<file path="config.mk">
export PLATFORM = sky130hd
export DESIGN_NAME = brk_unit
export DESIGN_NICKNAME = d
export VERILOG_FILES = /design/src/rtl/brk_pkg.sv /design/src/rtl/brk_ctrl.sv /design/src/rtl/brk_datapath.sv /design/src/rtl/brk_unit.sv
export SDC_FILE = /design/constraint.sdc
export NUM_CORES = 1
export LEC_CHECK = 0
export ABC_AREA = 0
export BUFFER_PORTS_ARGS = -buffer_cell sky130_fd_sc_hd__buf_2
export CAP_MARGIN = 20
export CORE_ASPECT_RATIO = 0.7
export CORE_MARGIN = 4
export CORE_UTILIZATION = 44
export CTS_BUF_LIST = sky130_fd_sc_hd__clkbuf_8
export DETAILED_ROUTE_END_ITERATION = 10
export PLACE_DENSITY = 0.7
export SLEW_MARGIN = 5
export SYNTH_ARGS = -nofsm -noshare
export SYNTH_HDL_FRONTEND = slang
export SYNTH_HIERARCHICAL = 1
export SYNTH_SLANG_ARGS = --single-unit
</file>
<file path="constraint.sdc">
create_clock -name clk -period 1.9 [get_ports clk]
set_input_delay 0.095 -clock clk [delete_from_list [all_inputs] [get_ports clk]]
set_output_delay 0.095 -clock clk [all_outputs]
set_load 0.01 [all_outputs]
</file>
<file path="src/rtl/brk_pkg.sv">
package brk_pkg;
  localparam int ADDR_W = 16;
  localparam int DATA_W = 8;
  localparam int PAGE_W = 8;
  localparam int EXT_W  = PAGE_W - 2;
  localparam int REG_AW = 4;
  localparam int REG_DW = 8;

  localparam logic [REG_AW-1:0] OFS_AB    = 4'd0;
  localparam logic [REG_AW-1:0] OFS_DBG   = 4'd1;
  localparam logic [REG_AW-1:0] OFS_CCTL  = 4'd2;
  localparam logic [REG_AW-1:0] OFS_CHI   = 4'd3;
  localparam logic [REG_AW-1:0] OFS_CLO   = 4'd4;
  localparam logic [REG_AW-1:0] OFS_CEXT  = 4'd5;
  localparam logic [REG_AW-1:0] OFS_AHI   = 4'd6;
  localparam logic [REG_AW-1:0] OFS_ALO   = 4'd7;
  localparam logic [REG_AW-1:0] OFS_BHI   = 4'd8;
  localparam logic [REG_AW-1:0] OFS_BLO   = 4'd9;
  localparam logic [REG_AW-1:0] OFS_BDATA = 4'd10;

  typedef struct packed {
    logic abEn;
    logic fullMode;
    logic routeDbg;
    logic traceEn;
    logic loopMode;
    logic cEn;
    logic rwCmpEn;
    logic rwLevel;
    logic pageSel;
  } brkStb_t;

  typedef struct packed {
    logic [ADDR_W-1:0] aAddr;
    logic [ADDR_W-1:0] bAddr;
    logic [DATA_W-1:0] bData;
    logic [ADDR_W-1:0] cAddr;
    logic [EXT_W-1:0]  cExt;
  } brkCmp_t;
endpackage

</file>
<file path="src/rtl/brk_ctrl.sv">
module brk_ctrl
  import brk_pkg::*;
(
  input  logic              clk,
  input  logic              rstN,
  input  logic              regWe,
  input  logic [REG_AW-1:0] regAddr,
  input  logic [REG_DW-1:0] regWdata,
  output brkStb_t           stb,
  output brkCmp_t           cmp
);
  localparam int HI = ADDR_W - 1;
  localparam int LO_TOP = REG_DW - 1;

  brkStb_t stbQ;
  brkCmp_t cmpQ;

  wire armLoop = regWdata[0] && regWdata[1];

  always_ff @(posedge clk or negedge rstN) begin
    if (!rstN) begin
      stbQ <= '0;
      cmpQ <= '0;
    end else if (regWe) begin
      case (regAddr)
        OFS_AB: begin
          stbQ.abEn     <= regWdata[0];
          stbQ.fullMode <= regWdata[1];
          stbQ.routeDbg <= regWdata[2];
        end
        OFS_DBG: begin
          stbQ.loopMode <= regWdata[1];
          if (!stbQ.abEn) begin
            stbQ.traceEn <= regWdata[0];
            if (armLoop) cmpQ.cAddr <= '0;
          end
        end
        OFS_CCTL: begin
          stbQ.cEn     <= regWdata[0];
          stbQ.rwCmpEn <= regWdata[1];
          stbQ.rwLevel <= regWdata[2];
          stbQ.pageSel <= regWdata[3];
        end
        OFS_CHI:   cmpQ.cAddr[HI -: REG_DW]   <= regWdata;
        OFS_CLO:   cmpQ.cAddr[LO_TOP:0]       <= regWdata;
        OFS_CEXT:  cmpQ.cExt                  <= regWdata[EXT_W-1:0];
        OFS_AHI:   cmpQ.aAddr[HI -: REG_DW]   <= regWdata;
        OFS_ALO:   cmpQ.aAddr[LO_TOP:0]       <= regWdata;
        OFS_BHI:   cmpQ.bAddr[HI -: REG_DW]   <= regWdata;
        OFS_BLO:   cmpQ.bAddr[LO_TOP:0]       <= regWdata;
        OFS_BDATA: cmpQ.bData                 <= regWdata[DATA_W-1:0];
        default: ;
      endcase
    end
  end

  assign stb = stbQ;
  assign cmp = cmpQ;
endmodule

</file>
<file path="src/rtl/brk_datapath.sv">
module brk_datapath
  import brk_pkg::*;
(
  input  logic              clk,
  input  logic              rstN,
  input  brkStb_t           stb,
  input  brkCmp_t           cmp,
  input  logic              busValid,
  input  logic [ADDR_W-1:0] busAddr,
  input  logic [PAGE_W-1:0] busPage,
  input  logic [DATA_W-1:0] busData,
  input  logic              busRw,
  output logic              brkSwi,
  output logic              brkDbg
);
  localparam int LOW_W = ADDR_W - 8;
  localparam int MID_W = 8 - (PAGE_W - EXT_W);

  logic aEq, bEq, dEq, abHit;
  logic cActive, cHiEq, cLoEq, cExtOk, cRwOk, cHit;
  logic hitNow, fire;
  logic [7:0] cHiBus;
  logic heldHit;
  logic [ADDR_W-1:0] lastAddr;

  always_comb begin
    aEq = (busAddr == cmp.aAddr);
    bEq = (busAddr == cmp.bAddr);
    dEq = (busData == cmp.bData);
    if (!stb.abEn)        abHit = 1'b0;
    else if (stb.fullMode) abHit = aEq && dEq;
    else                   abHit = aEq || bEq;
  end

  always_comb begin
    cActive = stb.cEn && (stb.abEn || (stb.traceEn && !stb.loopMode));
    if (stb.pageSel) begin
      cHiBus = {busPage[PAGE_W-EXT_W-1:0], busAddr[LOW_W+MID_W-1:LOW_W]};
      cExtOk = (busPage[PAGE_W-1 -: EXT_W] == cmp.cExt);
    end else begin
      cHiBus = busAddr[ADDR_W-1:LOW_W];
      cExtOk = 1'b1;
    end
    cHiEq = (cHiBus == cmp.cAddr[ADDR_W-1:LOW_W]);
    cLoEq = (busAddr[LOW_W-1:0] == cmp.cAddr[LOW_W-1:0]);
    cRwOk = !stb.rwCmpEn || (busRw == stb.rwLevel);
    cHit  = cActive && cHiEq && cLoEq && cExtOk && cRwOk;
  end

  always_comb begin
    hitNow = busValid && (abHit || cHit);
    fire   = hitNow && !(heldHit && (busAddr == lastAddr));
  end

  always_ff @(posedge clk or negedge rstN) begin
    if (!rstN) begin
      heldHit  <= 1'b0;
      lastAddr <= '0;
      brkSwi   <= 1'b0;
      brkDbg   <= 1'b0;
    end else begin
      heldHit  <= hitNow;
      lastAddr <= busAddr;
      brkSwi   <= fire && !stb.routeDbg;
      brkDbg   <= fire && stb.routeDbg;
    end
  end
endmodule

</file>
<file path="src/rtl/brk_unit.sv">
module brk_unit
  import brk_pkg::*;
(
  input  logic              clk,
  input  logic              rstN,
  input  logic              regWe,
  input  logic [REG_AW-1:0] regAddr,
  input  logic [REG_DW-1:0] regWdata,
  input  logic              busValid,
  input  logic [ADDR_W-1:0] busAddr,
  input  logic [PAGE_W-1:0] busPage,
  input  logic [DATA_W-1:0] busData,
  input  logic              busRw,
  output logic              brkSwi,
  output logic              brkDbg
);
  brkStb_t ctrlStb;
  brkCmp_t ctrlCmp;

  brk_ctrl u_ctrl (
    .clk(clk), .rstN(rstN), .regWe(regWe), .regAddr(regAddr),
    .regWdata(regWdata), .stb(ctrlStb), .cmp(ctrlCmp)
  );

  brk_datapath u_dp (
    .clk(clk), .rstN(rstN), .stb(ctrlStb), .cmp(ctrlCmp),
    .busValid(busValid), .busAddr(busAddr), .busPage(busPage),
    .busData(busData), .busRw(busRw), .brkSwi(brkSwi), .brkDbg(brkDbg)
  );
endmodule

</file>
==> results of run 1 <==
[metal layers]
layer | up-vias | GRT usage | part of all wire
met5 | - | 0 | 0
met2 | 94 | 0.279 | 0.44
li1 | 1325 | - | -
met3 | 10 | 0.0738 | 0.090
met4 | 0 | 0.0297 | 0.0063
met1 | 1387 | 0.263 | 0.46
[power by group]
group / total (mW) / internal (mW) / switching, mW
registers: 2.52 / 2.27 / 0.255
clock network: 1.17 / 0.528 / 0.645
logic: 1.06 / 0.612 / 0.452
total: 4.76 / 3.41 / 1.35
[stage by stage]
stage	std cells	util	total power, mW
4_1_cts	548	0.522	4.80
3_3_place_gp	515	0.486	3.54
3_5_place_dp	515	0.486	3.59
6_report	548	0.522	4.76
5_1_grt	548	0.522	5.00
2_1_floorplan	355	-	3.28
[cells in the mapped netlist, types with 4 or more instances]
master   instances  share of area
xor2_1           5         0.0098
buf_2            8         0.0090
dfrtp_1         90           0.50
mux2_2          47           0.12
mux2i_1         10          0.022
buf_6           10          0.025
inv_1           16          0.013
xnor2_1         73           0.14
nor2_2           4         0.0056
mux2_4           8          0.027
o21ai_0          9          0.010
nand2_1         10         0.0084
nand4_1         24          0.034
[logic make-up (layout without fill, tap and decap cells)]
kind of cell,count (synthesis),count (layout),share of synthesized area
mux,65,65,0.168
xor+xnor,80,80,0.160
flops,90,90,0.504
compound gates,16,16,0.0260
simple gates,64,64,0.0895
buf+inv,40,105,0.0532
[worst paths after layout]
| path | startpoint | to | depth (start not counted) |
|---|---|---|---|
| max | busAddr[3] | u_dp/brkDbg$_DFF_PN0_ | 8 |
| min | regWdata[7] | u_ctrl/cmp[13]$_DFFE_PN0P_ | 3 |
| max reg2reg | u_ctrl/cmp[33]$_DFFE_PN0P_ | u_dp/brkDbg$_DFF_PN0_ | 6 |
| min reg2reg | u_ctrl/stb[5]$_DFFE_PN0P_ | u_ctrl/stb[5]$_DFFE_PN0P_ | 1 |
| max in group asynchronous | rstN | u_ctrl/cmp[13]$_DFFE_PN0P_ | 3 |
| min in group asynchronous | rstN | u_ctrl/cmp[18]$_DFFE_PN0P_ | 2 |
[sequential cells by signal (all words and copies together), names as in the netlist]
name / cells
u_ctrl/stb: 9
u_dp/lastAddr: 16
u_dp/brkDbg: 1
u_ctrl/cmp: 62
u_dp/heldHit: 1
u_dp/brkSwi: 1
[cells in the final DEF (no fill, tap or decap), types with 2 or more instances in the layout]
cell type      netlist  final
nand4_1             24     24
o21ai_0              9      9
nand3b_1             3      3
nand2b_1             3      3
nand3_1              3      3
nor2_2               4      4
buf_4                0      6
nand2_1             10     10
nor4_1               2      2
nor2_1               3      3
inv_1               16     18
nor3b_1              2      2
buf_2                8     49
clkbuf_8             0     11
mux2i_1             10     10
dlygate4sd3_1        0     18
xor2_1               5      5
mux2_2              47     47
dfrtp_1             90     90
xnor2_2              2      2
mux2_4               8      8
xnor2_1             73     73
[cell type report]
class / count / area (um2) / share of cell area
Sequential cell: 90 / 2250 / 0.440
Inverter: 16 / 60.1 / 0.0117
Tap cell: 128 / 160 / 0.0313
Clock buffer: 11 / 151 / 0.0296
Multi-Input combinational cell: 225 / 1980 / 0.387
Clock inverter: 4 / 20.0 / 0.00391
Timing Repair Buffer: 74 / 490 / 0.0959
[tightest hold or removal path, delay by kind of cell]
family        cells  cell delay [ps]
mux               1               60
simple gates      1               70
buf+inv           1              160
[what timing repair did]
action,in CTS,in global routing
gates resized for setup,0,0
hold buffers,18,0
endpoints found under the hold margin,59,0
==> metrics.yaml, run 1 <==
run_status:
  status: "complete, no violations"
job:
  cap_violations: 0
detailed_routing:
  drtIter0Drc: 197
  wire_per_inst_um: 19.0
  vias_per_cell: 5.14
  drt_pass1_iterations: 5
  routed_wl_um: 10400
  vias: 2816
  postRouteAntennaNets: 0
  drc: 0
synth:
  synth.net_count: 404
  ys_async_sr_fraction: 1.00
  synthFlopType: "dfrtp_1"
  post_synth.cell_area_avg_um2: 12.6
  ys_ff_latch: 90
  netlist_instances: 355
  yosysSeqAreaShare: 0.504
  yosysWarningCount: 6
  ys_types: 40
  syn_area_um2: 4470
  synth_edf_count: 0
sta:
  rsz0062_at_grt: "no"
  hold_viol: 0
  slew_viol_final: 0
  slew_headroom: 0.605
  finalCritPeriodShare: 0.915
  skew_ps: 10.1
  worst_slack_ps: 161
  fmax_mhz: 575
  setup_violations: 0
  worstMarginPinSlew_ps: 592
  whs_ps: 69.3
  final.min_clock_period_ps: 1740
  tns_ps: 0
worst_setup_path:
  worst_setup_path_end_kind: "register"
  worstPathRequired_ps: 2210
  crit_type: "primary input to register"
  crit_chain: "dlygate4sd3_1, buf_2, xnor2_1, nand4_1, nor4_1, a22o_1, a32o_2, and4_1"
  rrSetupSlack_ps: 230
  cp.arrival_ps: 2050
  cp-start-kind: "primary input"
  slowest_stage: "dlygate4sd3_1"
  cp_max_fo: 5
  path_delay_family: "buffers and inverters"
  slowest_delay_ps: 540
  critPathBufInv: 2
placed_design:
  port_buffers: 50
  pre_cts_ws_ps: 292
  place_area_um2: 4760
  gp_congestion: 0.840
  post-dp-hpwl_um: 7620
floorplanning:
  row_count: 30
  ios: 51
  initial_core_util: 0.456
  fp.dieW_um: 128
  die_h_um: 92.3
  die_area_um2: 11900
  core_um2: 9800
clocking:
  cts_tree: "done"
  insertion_delay_ps: 370
  cts_root_buf: "clkbuf_8"
  numCtsBuffers: 9
  cts.sinks: 90
  cts_setup_buffers: 0
  clkTransAtPathRegs_ps: 80
  clockBufferDepth: 2
  cts_max_level: 3
power:
  power_density_nw_per_um2: 930
  worst_ir_drop_vdd_uv: 580
  p_leak_nw: 2.15
min_path:
  hp-class: "primary input to register"
final_layout:
  antenna_cells: 0
  nNetsFinal: 465
  drive_gt1_frac: 0.324
  syn2layout_area_growth_pct: 14.4
  design_area_um2: 5120
  nFillCells: 842
global_route:
  antenna_found_initial: 0
  grt_overflow: 0
  grt_max_degree: 45
  grt_first_pass_wirelength_um: 16700
  grt_pass1_vias: 3084
  grt_use_total: 0.187
(Power assumes the default switching activity.)
==> run 2: changes to the inputs <==
--- a/config.mk
+++ b/config.mk
@@ -13,7 +13,7 @@
 export CORE_UTILIZATION = 44
 export CTS_BUF_LIST = sky130_fd_sc_hd__clkbuf_8
 export DETAILED_ROUTE_END_ITERATION = 10
-export PLACE_DENSITY = 0.7
+export PLACE_DENSITY_LB_ADDON = 0.05
 export SLEW_MARGIN = 5
 export SYNTH_ARGS = -nofsm -noshare
 export SYNTH_HDL_FRONTEND = slang
==> run 2 against run 1 <==
Compared with the run above:
- sequential cell count is the same
- non-clock buffer count grew 2
- sequential power is essentially flat
- setup slack lost 29 ps
- hold slack gained 17 ps
- final area grew 1.4%
- register-to-register slack lost 20 ps
- global-route usage grew 1.0 points
- fmax shrank 1.6%
- via count grew 0.89%
- first-iteration DRC count shrank 30%
- core utilization grew 0.75 points
- critical endpoint is now u_dp/brkSwi$_DFF_PN0_
==> metrics.yaml, run 2 (same netlist as run 1, synthesis figures left out) <==
floorplanning:
  row_count: 30  # unchanged
  core_um2: 9800  # unchanged
  die_area_um2: 11900  # unchanged
  initial_core_util: 0.456  # unchanged
  fp.dieW_um: 128  # unchanged
  die_h_um: 92.3  # unchanged
  ios: 51  # unchanged
worst_setup_path:
  cp_max_fo: 5  # unchanged
  r2r-start: "u_ctrl/cmp[35]$_DFFE_PN0P_"
  crit_type: "primary input to register"
  rr_endpoint: "u_dp/brkSwi$_DFF_PN0_"
  rrSetupSlack_ps: 210  # -20 ps
  worst_setup_path_end_kind: "register"
  worstPathRequired_ps: 2210  # about the same
  rr_worst_depth: 6  # unchanged
  cp.arrival_ps: 2080  # +30 ps
  cp-start-kind: "primary input"
final_layout:
  antenna_cells: 0  # unchanged
  nNetsFinal: 467  # +0.43%
  seq_area_um2: 2250  # unchanged
  final_common_cell: "dfrtp_1"
  multiInputGateArea_um2: 1980  # unchanged
  nFillCells: 859  # +2.0%
  syn2layout_area_growth_pct: 16.1
  final_cell_mix: "dfrtp_1, xnor2_1, buf_2"
  largest_reg_flops: 62  # unchanged
  drive_gt1_frac: 0.333  # +0.00952
placed_design:
  port_buffers: 50  # unchanged
  post-dp-hpwl_um: 7800  # +2.3%
  gp_congestion: 0.792  # -5.6%
global_route:
  grt_first_pass_wirelength_um: 17400  # +4.4%
  grt_overflow: 0  # unchanged
  grt_pass1_vias: 2961  # -4.0%
  antenna_found_initial: 0  # unchanged
  grt_max_degree: 39  # -13%
  grt_use_total: 0.197  # +0.0100
sta:
  worstMarginPinSlew_ps: 559  # -32.8 ps
  slew_viol_final: 0  # unchanged
  fmax_mhz: 565  # -1.6%
  slew_headroom: 0.627  # +0.0219
  tns_ps: 0  # unchanged
  final.min_clock_period_ps: 1770  # +29.2 ps
  rsz0062_at_grt: "no"
  skew_ps: 13.5  # +3.44 ps
  setup_violations: 0  # unchanged
  hold_viol: 0  # unchanged
  finalCritPeriodShare: 0.931  # +0.0154
detailed_routing:
  postRouteAntennaNets: 0  # unchanged
  wire_per_inst_um: 20.0  # +5.2%
  drc: 0  # unchanged
  vias_per_cell: 5.16  # +0.34%
  vias: 2841  # +0.89%
  drtIter0Drc: 137  # -30%
  routed_wl_um: 11000  # +5.8%
  drt_pass1_iterations: 4  # -1
clocking:
  cts_tree: "done"
  clockBufferDepth: 2  # unchanged
  clkTransAtPathRegs_ps: 100  # +20 ps
  numCtsBuffers: 9  # unchanged
  cts.sinks: 90  # unchanged
  cts_root_buf: "clkbuf_8"
  insertion_delay_ps: 370  # about the same
  cts_max_level: 3  # unchanged
min_path:
  hold_path_end: "u_ctrl/cmp[12]$_DFFE_PN0P_"
  hp-class: "primary input to register"
  holdPathStages: 3  # unchanged
  hp-start: "regWdata[6]"
run_status:
  status: "complete, no violations"
power:
  power.total_mw: 5.04  # +5.9%
  p_leak_nw: 2.17  # +1.2%
  power_density_nw_per_um2: 971  # +4.4%
  worst_ir_drop_vdd_uv: 629  # +8.4%
job:
  cap_violations: 0  # unchanged
## run 2: how the worst max path moves through the flow
stage	startpoint	to	slack (ps)	cells past startpoint
after global routing	busAddr[2]	u_dp/brkSwi$_DFF_PN0_	40	8
final	busAddr[2]	u_dp/brkSwi$_DFF_PN0_	130	8
after CTS	busAddr[2]	u_dp/brkSwi$_DFF_PN0_	120	8
after floorplan	u_ctrl/cmp[30]$_DFFE_PN0P_	u_dp/brkDbg$_DFF_PN0_	520	6
after detailed placement	u_ctrl/cmp[32]$_DFFE_PN0P_	u_dp/brkSwi$_DFF_PN0_	230	6
after global placement	u_ctrl/cmp[32]$_DFFE_PN0P_	u_dp/brkDbg$_DFF_PN0_	170	6
## run 2: timing repair
action | CTS | global route
hold endpoints to repair | 54 | 0
hold buffers | 18 | 0
setup buffers | 0 | 0
setup endpoints to repair | 0 | 0
resized for setup | 0 | 0
## run 2: power breakdown
| part | leakage, nW | switching (mW) | internal, mW | total, mW |
|---|---|---|---|---|
| registers | 1.11 | 0.246 | 2.27 | 2.51 |
| clock network | 0.105 | 0.709 | 0.738 | 1.45 |
| logic | 0.959 | 0.460 | 0.621 | 1.08 |
| total | 2.17 | 1.41 | 3.63 | 5.04 |
## run 2: layout make-up
type	instances	share of cell area
repair buffers	76	0.0998
multi-input cells	225	0.382
inverters	16	0.0116
clock buffers	9	0.0239
well taps	128	0.0309
flip-flops and latches	90	0.434
clock inverters	7	0.0181
## run 2: stage by stage
step | cells | util | hold WS, ps | cell area, um2 | setup slack (ps)
finish | 551 | 0.530 | 86.4 | 5190 | 131
global route | 551 | 0.530 | 84.9 | 5190 | 38.7
CTS | 551 | 0.530 | 64.1 | 5190 | 119
detailed placement | 517 | 0.489 | 122 | 4790 | 228
global placement | 517 | 0.489 | 129 | 4790 | 175
floorplan | 355 | - | -201 | 4470 | 519
## run 2: critical path, cell delays in order
cell and delay [ps]:
dlygate4sd3_1 530, buf_2 190, xnor2_1 210, nand4_1 170
nor4_1 360, a22o_1 200, a32o_2 140, and4b_1 190
## run 2: routing by layer
metal | track usage | vias to the layer above | wire length (um) | part of all wire
li1 | - | 1330 | - | -
met1 | 0.301 | 1453 | 5650 | 0.51
met2 | 0.285 | 50 | 4900 | 0.44
met3 | 0.0438 | 8 | 399 | 0.036
met4 | 0.0446 | 0 | 82 | 0.0074
met5 | 0 | - | 0 | 0
